--- src/rtl/rate_gen_pkg.sv ---
package rate_gen_pkg;
  localparam int PSEL_W = 2;
  localparam int MODE_W = PSEL_W + 2;

  typedef struct packed {
    logic              ratio_lo;
    logic              dbl;
    logic [PSEL_W-1:0] psel;
  } rate_mode_t;
endpackage

--- src/rtl/rate_regs.sv ---
module rate_regs
  import rate_gen_pkg::*;
#(
  parameter int          DIV_W   = 8,
  parameter logic [7:0]  RST_DIV = 8'hFF
) (
  input  logic             clk,
  input  logic             rst_n,
  input  logic             we,
  input  logic             addr,
  input  logic [DIV_W-1:0] wdata,
  output logic [DIV_W-1:0] rdata,
  output logic [DIV_W-1:0] div_n,
  output rate_mode_t       mode
);
  always_ff @(posedge clk or negedge rst_n) begin
    if (!rst_n) begin
      div_n <= DIV_W'(RST_DIV);
      mode  <= '0;
    end else if (we) begin
      if (addr == 1'b0) div_n <= wdata;
      else              mode  <= rate_mode_t'(wdata[MODE_W-1:0]);
    end
  end

  always_comb begin
    if (addr == 1'b0) rdata = div_n;
    else              rdata = DIV_W'(mode);
  end
endmodule

--- src/rtl/rate_prescaler.sv ---
module rate_prescaler #(
  parameter int PSEL_W = 2,
  localparam int STEPS  = 1 << PSEL_W,
  localparam int PCNT_W = 2 * (STEPS - 1)
) (
  input  logic              clk,
  input  logic              rst_n,
  input  logic              restart,
  input  logic [PSEL_W-1:0] psel,
  output logic              pre_tick,
  output logic [PCNT_W-1:0] pcnt
);
  logic [STEPS-1:0] hit;

  for (genvar i = 0; i < STEPS; i++) begin : g_step
    localparam logic [PCNT_W-1:0] MASK = PCNT_W'((64'd1 << (2 * i)) - 64'd1);
    assign hit[i] = ((pcnt & MASK) == MASK);
  end

  assign pre_tick = hit[psel];

  always_ff @(posedge clk or negedge rst_n) begin
    if (!rst_n)        pcnt <= '0;
    else if (restart)  pcnt <= '0;
    else if (pre_tick) pcnt <= '0;
    else               pcnt <= pcnt + 1'b1;
  end
endmodule

--- src/rtl/rate_divider.sv ---
module rate_divider #(
  parameter int DIV_W = 8
) (
  input  logic             clk,
  input  logic             rst_n,
  input  logic             restart,
  input  logic             pre_tick,
  input  logic [DIV_W-1:0] div_n,
  input  logic             dbl,
  output logic             base_tick,
  output logic [DIV_W-1:0] dcnt
);
  logic half;
  logic wrap;

  assign wrap      = pre_tick && (dcnt == div_n);
  assign base_tick = wrap && (dbl || half);

  always_ff @(posedge clk or negedge rst_n) begin
    if (!rst_n) begin
      dcnt <= '0;
      half <= 1'b0;
    end else if (restart) begin
      dcnt <= '0;
      half <= 1'b0;
    end else if (wrap) begin
      dcnt <= '0;
      half <= ~half;
    end else if (pre_tick) begin
      dcnt <= dcnt + 1'b1;
    end
  end
endmodule

--- src/rtl/rate_ovs.sv ---
module rate_ovs #(
  parameter int HI = 16,
  parameter int LO = 8,
  localparam int W = $clog2(HI)
) (
  input  logic clk,
  input  logic rst_n,
  input  logic restart,
  input  logic base_tick,
  input  logic ratio_lo,
  output logic bit_tick
);
  logic [W-1:0] cnt;
  logic [W-1:0] last;

  assign last     = ratio_lo ? W'(LO - 1) : W'(HI - 1);
  assign bit_tick = base_tick && (cnt == last);

  always_ff @(posedge clk or negedge rst_n) begin
    if (!rst_n)         cnt <= '0;
    else if (restart)   cnt <= '0;
    else if (bit_tick)  cnt <= '0;
    else if (base_tick) cnt <= cnt + 1'b1;
  end
endmodule

--- src/rtl/rate_gen_top.sv ---
module rate_gen_top
  import rate_gen_pkg::*;
#(
  parameter int         DIV_W   = 8,
  parameter logic [7:0] RST_DIV = 8'hFF,
  parameter int         OVS_HI  = 16,
  parameter int         OVS_LO  = 8
) (
  input  logic             clk,
  input  logic             rst_n,
  input  logic             cfg_we,
  input  logic             cfg_addr,
  input  logic [DIV_W-1:0] cfg_wdata,
  output logic [DIV_W-1:0] cfg_rdata,
  output logic             base_tick,
  output logic             bit_tick
);
  localparam int PCNT_W = 2 * ((1 << PSEL_W) - 1);

  logic [DIV_W-1:0]  div_n;
  rate_mode_t        mode_q;
  logic              pre_tick;
  logic [PCNT_W-1:0] pcnt;
  logic [DIV_W-1:0]  dcnt;

  rate_regs #(.DIV_W(DIV_W), .RST_DIV(RST_DIV)) u_regs (
    .clk(clk), .rst_n(rst_n), .we(cfg_we), .addr(cfg_addr),
    .wdata(cfg_wdata), .rdata(cfg_rdata), .div_n(div_n), .mode(mode_q)
  );

  rate_prescaler #(.PSEL_W(PSEL_W)) u_pre (
    .clk(clk), .rst_n(rst_n), .restart(cfg_we), .psel(mode_q.psel),
    .pre_tick(pre_tick), .pcnt(pcnt)
  );

  rate_divider #(.DIV_W(DIV_W)) u_div (
    .clk(clk), .rst_n(rst_n), .restart(cfg_we), .pre_tick(pre_tick),
    .div_n(div_n), .dbl(mode_q.dbl), .base_tick(base_tick), .dcnt(dcnt)
  );

  rate_ovs #(.HI(OVS_HI), .LO(OVS_LO)) u_ovs (
    .clk(clk), .rst_n(rst_n), .restart(cfg_we), .base_tick(base_tick),
    .ratio_lo(mode_q.ratio_lo), .bit_tick(bit_tick)
  );
endmodule

--- config.mk ---
export PLATFORM = sky130hd
export DESIGN_NAME = rate_gen_top
export DESIGN_NICKNAME = d
export VERILOG_FILES = /design/src/rtl/rate_gen_pkg.sv /design/src/rtl/rate_regs.sv /design/src/rtl/rate_prescaler.sv /design/src/rtl/rate_divider.sv /design/src/rtl/rate_ovs.sv /design/src/rtl/rate_gen_top.sv
export SDC_FILE = /design/constraint.sdc
export NUM_CORES = 1
export LEC_CHECK = 0
export CORE_MARGIN = 1
export CORE_UTILIZATION = 54
export CTS_CLUSTER_SIZE = 24
export DETAILED_ROUTE_END_ITERATION = 16
export PLACE_DENSITY = 0.79
export SLEW_MARGIN = 25
export SYNTH_ARGS = -nofsm -noshare
export SYNTH_HDL_FRONTEND = slang
export SYNTH_SLANG_ARGS = --single-unit
export TNS_END_PERCENT = 100
--- constraint.sdc ---
create_clock -name clk -period 2.5 [get_ports clk]
set_clock_uncertainty 0.2 [all_clocks]
set_input_delay 0.375 -clock clk [delete_from_list [all_inputs] [get_ports clk]]
set_output_delay 0.375 -clock clk [all_outputs]
set_load 0.005 [all_outputs]
After elaboration in Yosys (flattened, before gate mapping) --
Index checks and enable logic that the tools add are counted.
Operators by class: bitwise gates (word level) 2, muxes and demuxes 14, $lt $le $gt $ge 1, reductions and logical operators 9, $add $sub $neg 3, equal/unequal tests 5
Operators by type and width (number):
- $mux 8 | 4
- $mux 4 | 4
- $mux 6 | 2
- $add 8x1->8 const B | 1
- $eq 8x8->1 | 1
- $add 6x1->6 const B | 1
- $eq 6x6->1 const B | 1
- $reduce_bool 3->1 | 2
- $add 4x1->4 const B | 1
- $eq 4x4->1 | 1
- $eq 4x4->1 const B | 1
- $reduce_and 2->1 | 2
- $logic_and 1x1->1 | 3
- $lt 2x3->1 const B | 1
- $mux 1 | 3
- $bmux 1 s2 | 1
- $eq 2x2->1 const B | 1
- $not 1->1 | 2
- $reduce_bool 2->1 | 1
- $logic_or 1x1->1 | 1
Storage, ports and cells: input port bits 12, output and inout bits 10, bits in registers 31

Logic depth before layout (Yosys ltp) --
depth in word-level cells 8, mapped depth 7, gate-level depth less buffers 6

Hierarchy --
From an unflattened synthesis, not the netlist that was laid out.
Unflattened totals: cell total of the unflattened synthesis 147, area total of the unflattened synthesis 1692.9 um2
By module, submodules not included:
- rate_regs | cells an instance 36, area an instance 594.3 um2, times used 1, sequential area each 310.3 um2
- rate_divider | cells an instance 57, area an instance 560.5 um2, times used 1, sequential area each 225.2 um2
- rate_prescaler | cells an instance 29, area an instance 297.8 um2, times used 1, sequential area each 150.1 um2
- rate_ovs | cells an instance 25, area an instance 240.2 um2, times used 1, sequential area each 100.1 um2

Worst setup path after synthesis --
OpenSTA, ideal clock, no wires.
kind register -> register, start register u_regs.div_n[7], end register u_ovs.cnt[3], data required time 2.222 ns, data arrival time 1.858 ns, path buffers 0, setup time 0.078 ns, path slack 0.364 ns, stages on the path, launching flop included 6, period minus slack after synthesis 2.136 ns, path through dfstp_2 xor2_1 nor4_2 o2111ai_2 or4_1 a21oi_1
Between the ends: cells in the longest elaborated chain, start to end 6
RTL lines:
- from (decl) | RTL line rate_regs.sv:13 | output logic [DIV_W-1:0] div_n,
- from (signal assigned) | RTL line rate_regs.sv:18 | div_n <= DIV_W'(RST_DIV);
- from (signal assigned) | RTL line rate_regs.sv:21 | if (addr == 1'b0) div_n <= wdata;
- $eq 8x8->1 (*) | RTL line rate_divider.sv:16 | assign wrap = pre_tick && (dcnt == div_n);
- $logic_and 1x1->1 (*) | RTL line rate_divider.sv:16
- $logic_and 1x1->1 (*) | RTL line rate_divider.sv:17 | assign base_tick = wrap && (dbl || half);
- $logic_and 1x1->1 | RTL line rate_ovs.sv:17 | assign bit_tick = base_tick && (cnt == last);
- $mux 4 | RTL line rate_ovs.sv:22 | else if (bit_tick) cnt <= '0;
- $mux 4 | RTL line rate_ovs.sv:21 | else if (restart) cnt <= '0;
- to (signal assigned) | RTL line rate_ovs.sv:23 | else if (base_tick) cnt <= cnt + 1'b1;
- to (decl) | RTL line rate_ovs.sv:13 | logic [W-1:0] cnt;
Every way passes the cells marked *; elsewhere a longest branch is shown, timed or not. A chain may end at the register's enable or synchronous reset.

Worst setup path after layout --
start input port cfg_addr, end output port cfg_rdata[2]
Between the ends: cells in the longest elaborated chain, start to end 1
RTL lines:
- from (decl) | RTL line rate_gen_top.sv:12 | input logic cfg_addr,
- $mux 8 | RTL line rate_regs.sv:27 | if (addr == 1'b0) rdata = div_n;
- to (decl) | RTL line rate_gen_top.sv:14 | output logic [DIV_W-1:0] cfg_rdata,
Every way passes these cells.

==> metrics.md <==
| Metric | Value |
|---|---|
| Status | finished clean |
| Area delta synth->final | 25.29% |
| Clock period minus worst slack | 2.427 ns |
| Async set or reset register ratio after synthesis | 1.000 |
| Cell area after placement | 0.001899 sq mm |
| Sequential share of power | 0.543 |
| Die Area | 0.003209 sq mm |
| Final Max Slew Viols | 0 |
| Syn Inst Count | 142 |
| Commonest non-fill, non-tap cell in the layout | dfrtp_1 |
| Internal | 797.4 uW |
| R2r setup slk | 0.12 ns |
| Unrepaired setup endpoints after global routing | true |
| Worst path arrival time | 1.85 ns |
| Worst-margin pin slew | 0.3810 ns |
| Footprint of the multi-input gates | 824.5 sq um |
| Library cells used by synthesis | 33 |
| Clock power frac | 0.246 |
| Antenna Nets Post-Route | 0 |
| Final Core Density | 0.7265 |
| Register area | 787.0 sq um |
| Antenna Cells | 0 |
| DP Worst Slack | -0.01966 ns |
| Die width | 56.65 microns |
| DP HPWL | 2413 microns |
| Multiplexer share of the synthesized area | 0.1179 |
| Row cnt | 19 |
| Vias per cell | 5.695 |
| Hold Vio Cnt, Final | 0 |
| CP startpoint kind | primary input |
| Synth Area per Inst | 11.36 sq um |
| Largest family of logic cells by synthesized area | simple AND/OR/NAND/NOR gates |
| Post-Synth XOR/XNOR Area | 0.1086 |
| H-tree levels | 2 |
| Drt pass-1 iters | 4 |
| Starting Density | 0.5798 |
| Final WS setup | 0.07258 ns |
| Hold-fix buffers, CTS | 0 |
| GR Overflow Total | 0 |
| RePlAce Congestion | 0.8614 |
| Ratio of cells with drive above 1 in the final layout | 0.3464 |
| Complex-gate fraction of the synthesized area | 0.06982 |
| DR iter-0 viols | 30 |
| I/O Buffers | 21 |
| CTS Buffer Depth | 2 |
| WL final | 3343 microns |
| Commonest non-fill, non-tap cells in the layout | 22 x dfrtp_1, 19 x clkdlybuf4s50_1, 16 x xor2_1, 16 x mux2_2, 15 x nor2_1 |
| Tcrit/Tclk final | 0.9710 |
| Post-route design area | 0.002021 sq mm |
| Max Fclk | 412.0 MHz |
| Min-Delay Path Class | in2async |
| PwrDens | 541.9 mW/mm^2 |
| P_sw | 297.7 uW |
| TritonCTS clock tree | yes |
| CP Max Fanout | 7 |
| Clock Pin Slew Worst Setup and Hold Paths | 0.09 ns |
| Comb pwr share | 0.211 |
| Final Total Pwr | 1095 uW |
| Setup violations, final | 0 |
| Slew HR | 0.7460 |
| DRC | 0 |
| Die height | 56.65 microns |
| GRT Overall Usage | 0.2414 |
| Clk root buf | clkbuf_4 |
| Clock sinks | 31 |
| Post-Synth Simple-Gate Area | 0.1676 |
| First-pass GRT wire length | 5727 microns |
| Yosys reg bits | 31 |
| Worst VDD drop | 0.5468 mV |
| Syn. warnings | 0 |
| Initial antenna violation count | 0 |
| FF-to-FF Start | u_regs.div_n[4]$_DFFE_PN1P_ |
| Reg2Reg Depth | 7 |
| I/O pin cnt | 22 |
| Synth Flop Type | dfrtp_1 |
| Largest net degree at the start of global routing | 32 |
| Synthesized area | 0.001613 sq mm |
| Crit Path Class | in2out |
| Core area | 0.002781 sq mm |
| R2r endpoint | u_ovs.cnt[3]$_DFFE_PN0P_ |
| Cts bufs inserted | 5 |
| Leakage Power | 0.0008832 uW |
| Later-pin clock latency in the skew report | 0.33 ns |
| Switching share of power | 0.2719 |
| Vias | 1,196 |
| Average wire per standard cell | 15.92 microns |
| Seq/Total Area, Yosys | 0.4872 |
| Adder-Cell Fraction of Synth Area | 0.02327 |
| Post-synth EDFFs | 0 |
| Filler Cell Count | 192 |
| Mapped Nets | 157 |
| Critical Path Sink Type | output pin |
| Nets | 193 |
| Max-cap violations | 0 |
| Number of global-route vias before repair | 1,209 |
| WP data required | 1.92 ns |
[final cells by class]
cell class | count | area share
Sequential cell | 31 | 0.3895
Clock buffer | 7 | 0.02229
Tap cell | 31 | 0.01920
Multi-Input combinational cell | 102 | 0.4080
Timing Repair Buffer | 35 | 0.1529
Inverter | 3 | 0.005573
Clock inverter | 1 | 0.002477
[critical path: stages]
cell	delay (ns)
clkdlybuf4s50_1	0.65
mux2_2	0.38
clkdlybuf4s50_1	0.45
[cell families (layout without fill, tap and decap cells)]
| kind of cell | count (synthesis) | count (layout) |
|---|---|---|
| and+or+nand+nor | 47 | 47 |
| DFF | 31 | 31 |
| xor gates and xnor gates | 20 | 20 |
| muxes | 17 | 17 |
| AOI/OAI and AO/OA | 15 | 15 |
| buffers and inverters | 9 | 46 |
| adders and majority gates | 3 | 3 |
[registers in the layout, summed over array words and instances, names as in the netlist]
name,count
u_pre.pcnt,6
u_regs.mode,4
u_ovs.cnt,4
u_div.dcnt,8
u_div.half,1
u_regs.div_n,8
[synthesized netlist by cell type, types with 2 or more instances]
master,number,area share
o2111ai_1,3,0.016
and3_1,2,0.0078
a21oi_1,5,0.016
nor4_2,2,0.016
inv_1,3,0.0070
nand3_1,5,0.016
dfstp_2,8,0.13
mux2_2,16,0.11
nor2b_1,6,0.023
o21ai_0,3,0.0093
nand2_1,3,0.0070
nor2_1,15,0.035
clkbuf_1,5,0.012
nand2b_1,4,0.016
xor2_1,18,0.098
or3_2,2,0.0093
xnor2_1,2,0.011
ha_1,3,0.023
dfrtp_1,23,0.36
[how the worst max path moves through the flow]
stage,endpoint,from,depth (start not counted)
3_3_place_gp,bit_tick,u_regs.div_n[7]$_DFFE_PN1P_,5
6_report,cfg_rdata[2],cfg_addr,3
3_5_place_dp,base_tick,u_regs.div_n[7]$_DFFE_PN1P_,6
2_1_floorplan,u_ovs.cnt[3]$_DFFE_PN0P_,u_regs.div_n[7]$_DFFE_PN1P_,5
5_1_grt,bit_tick,u_regs.div_n[4]$_DFFE_PN1P_,5
4_1_cts,bit_tick,u_regs.div_n[0]$_DFFE_PN1P_,5
[per-layer routing]
layer	GRT usage	share of wire
met1	0.3207	0.43
met2	0.3765	0.49
met3	0.07143	0.056
met4	0.08362	0.025
met5	0	0
[power by group through the flow]
stage	logic, uW	clock network [uW]	registers, uW
5_1_grt	255	299	601
3_3_place_gp	200	0	599
3_5_place_dp	205	0	602
4_1_cts	214	277	593
6_report	231	269	595
2_1_floorplan	117	0	590
[metrics by stage]
step | hold WS (ns) | setup TNS, ns | instances
floorplan | -0.1206 | 0 | 142
global placement | 0.2432 | 0 | 197
detailed placement | 0.2591 | -0.02562 | 197
CTS | 0.2393 | 0 | 208
global route | 0.2842 | -0.01709 | 210
finish | 0.2345 | 0 | 210
[what timing repair did]
item,4_1_cts,5_1_grt
endpoints found under the setup margin,2,4
setup buffers,3,2
gates resized for setup,9,6
pin swaps,2,4
(Power assumes the default switching activity.)
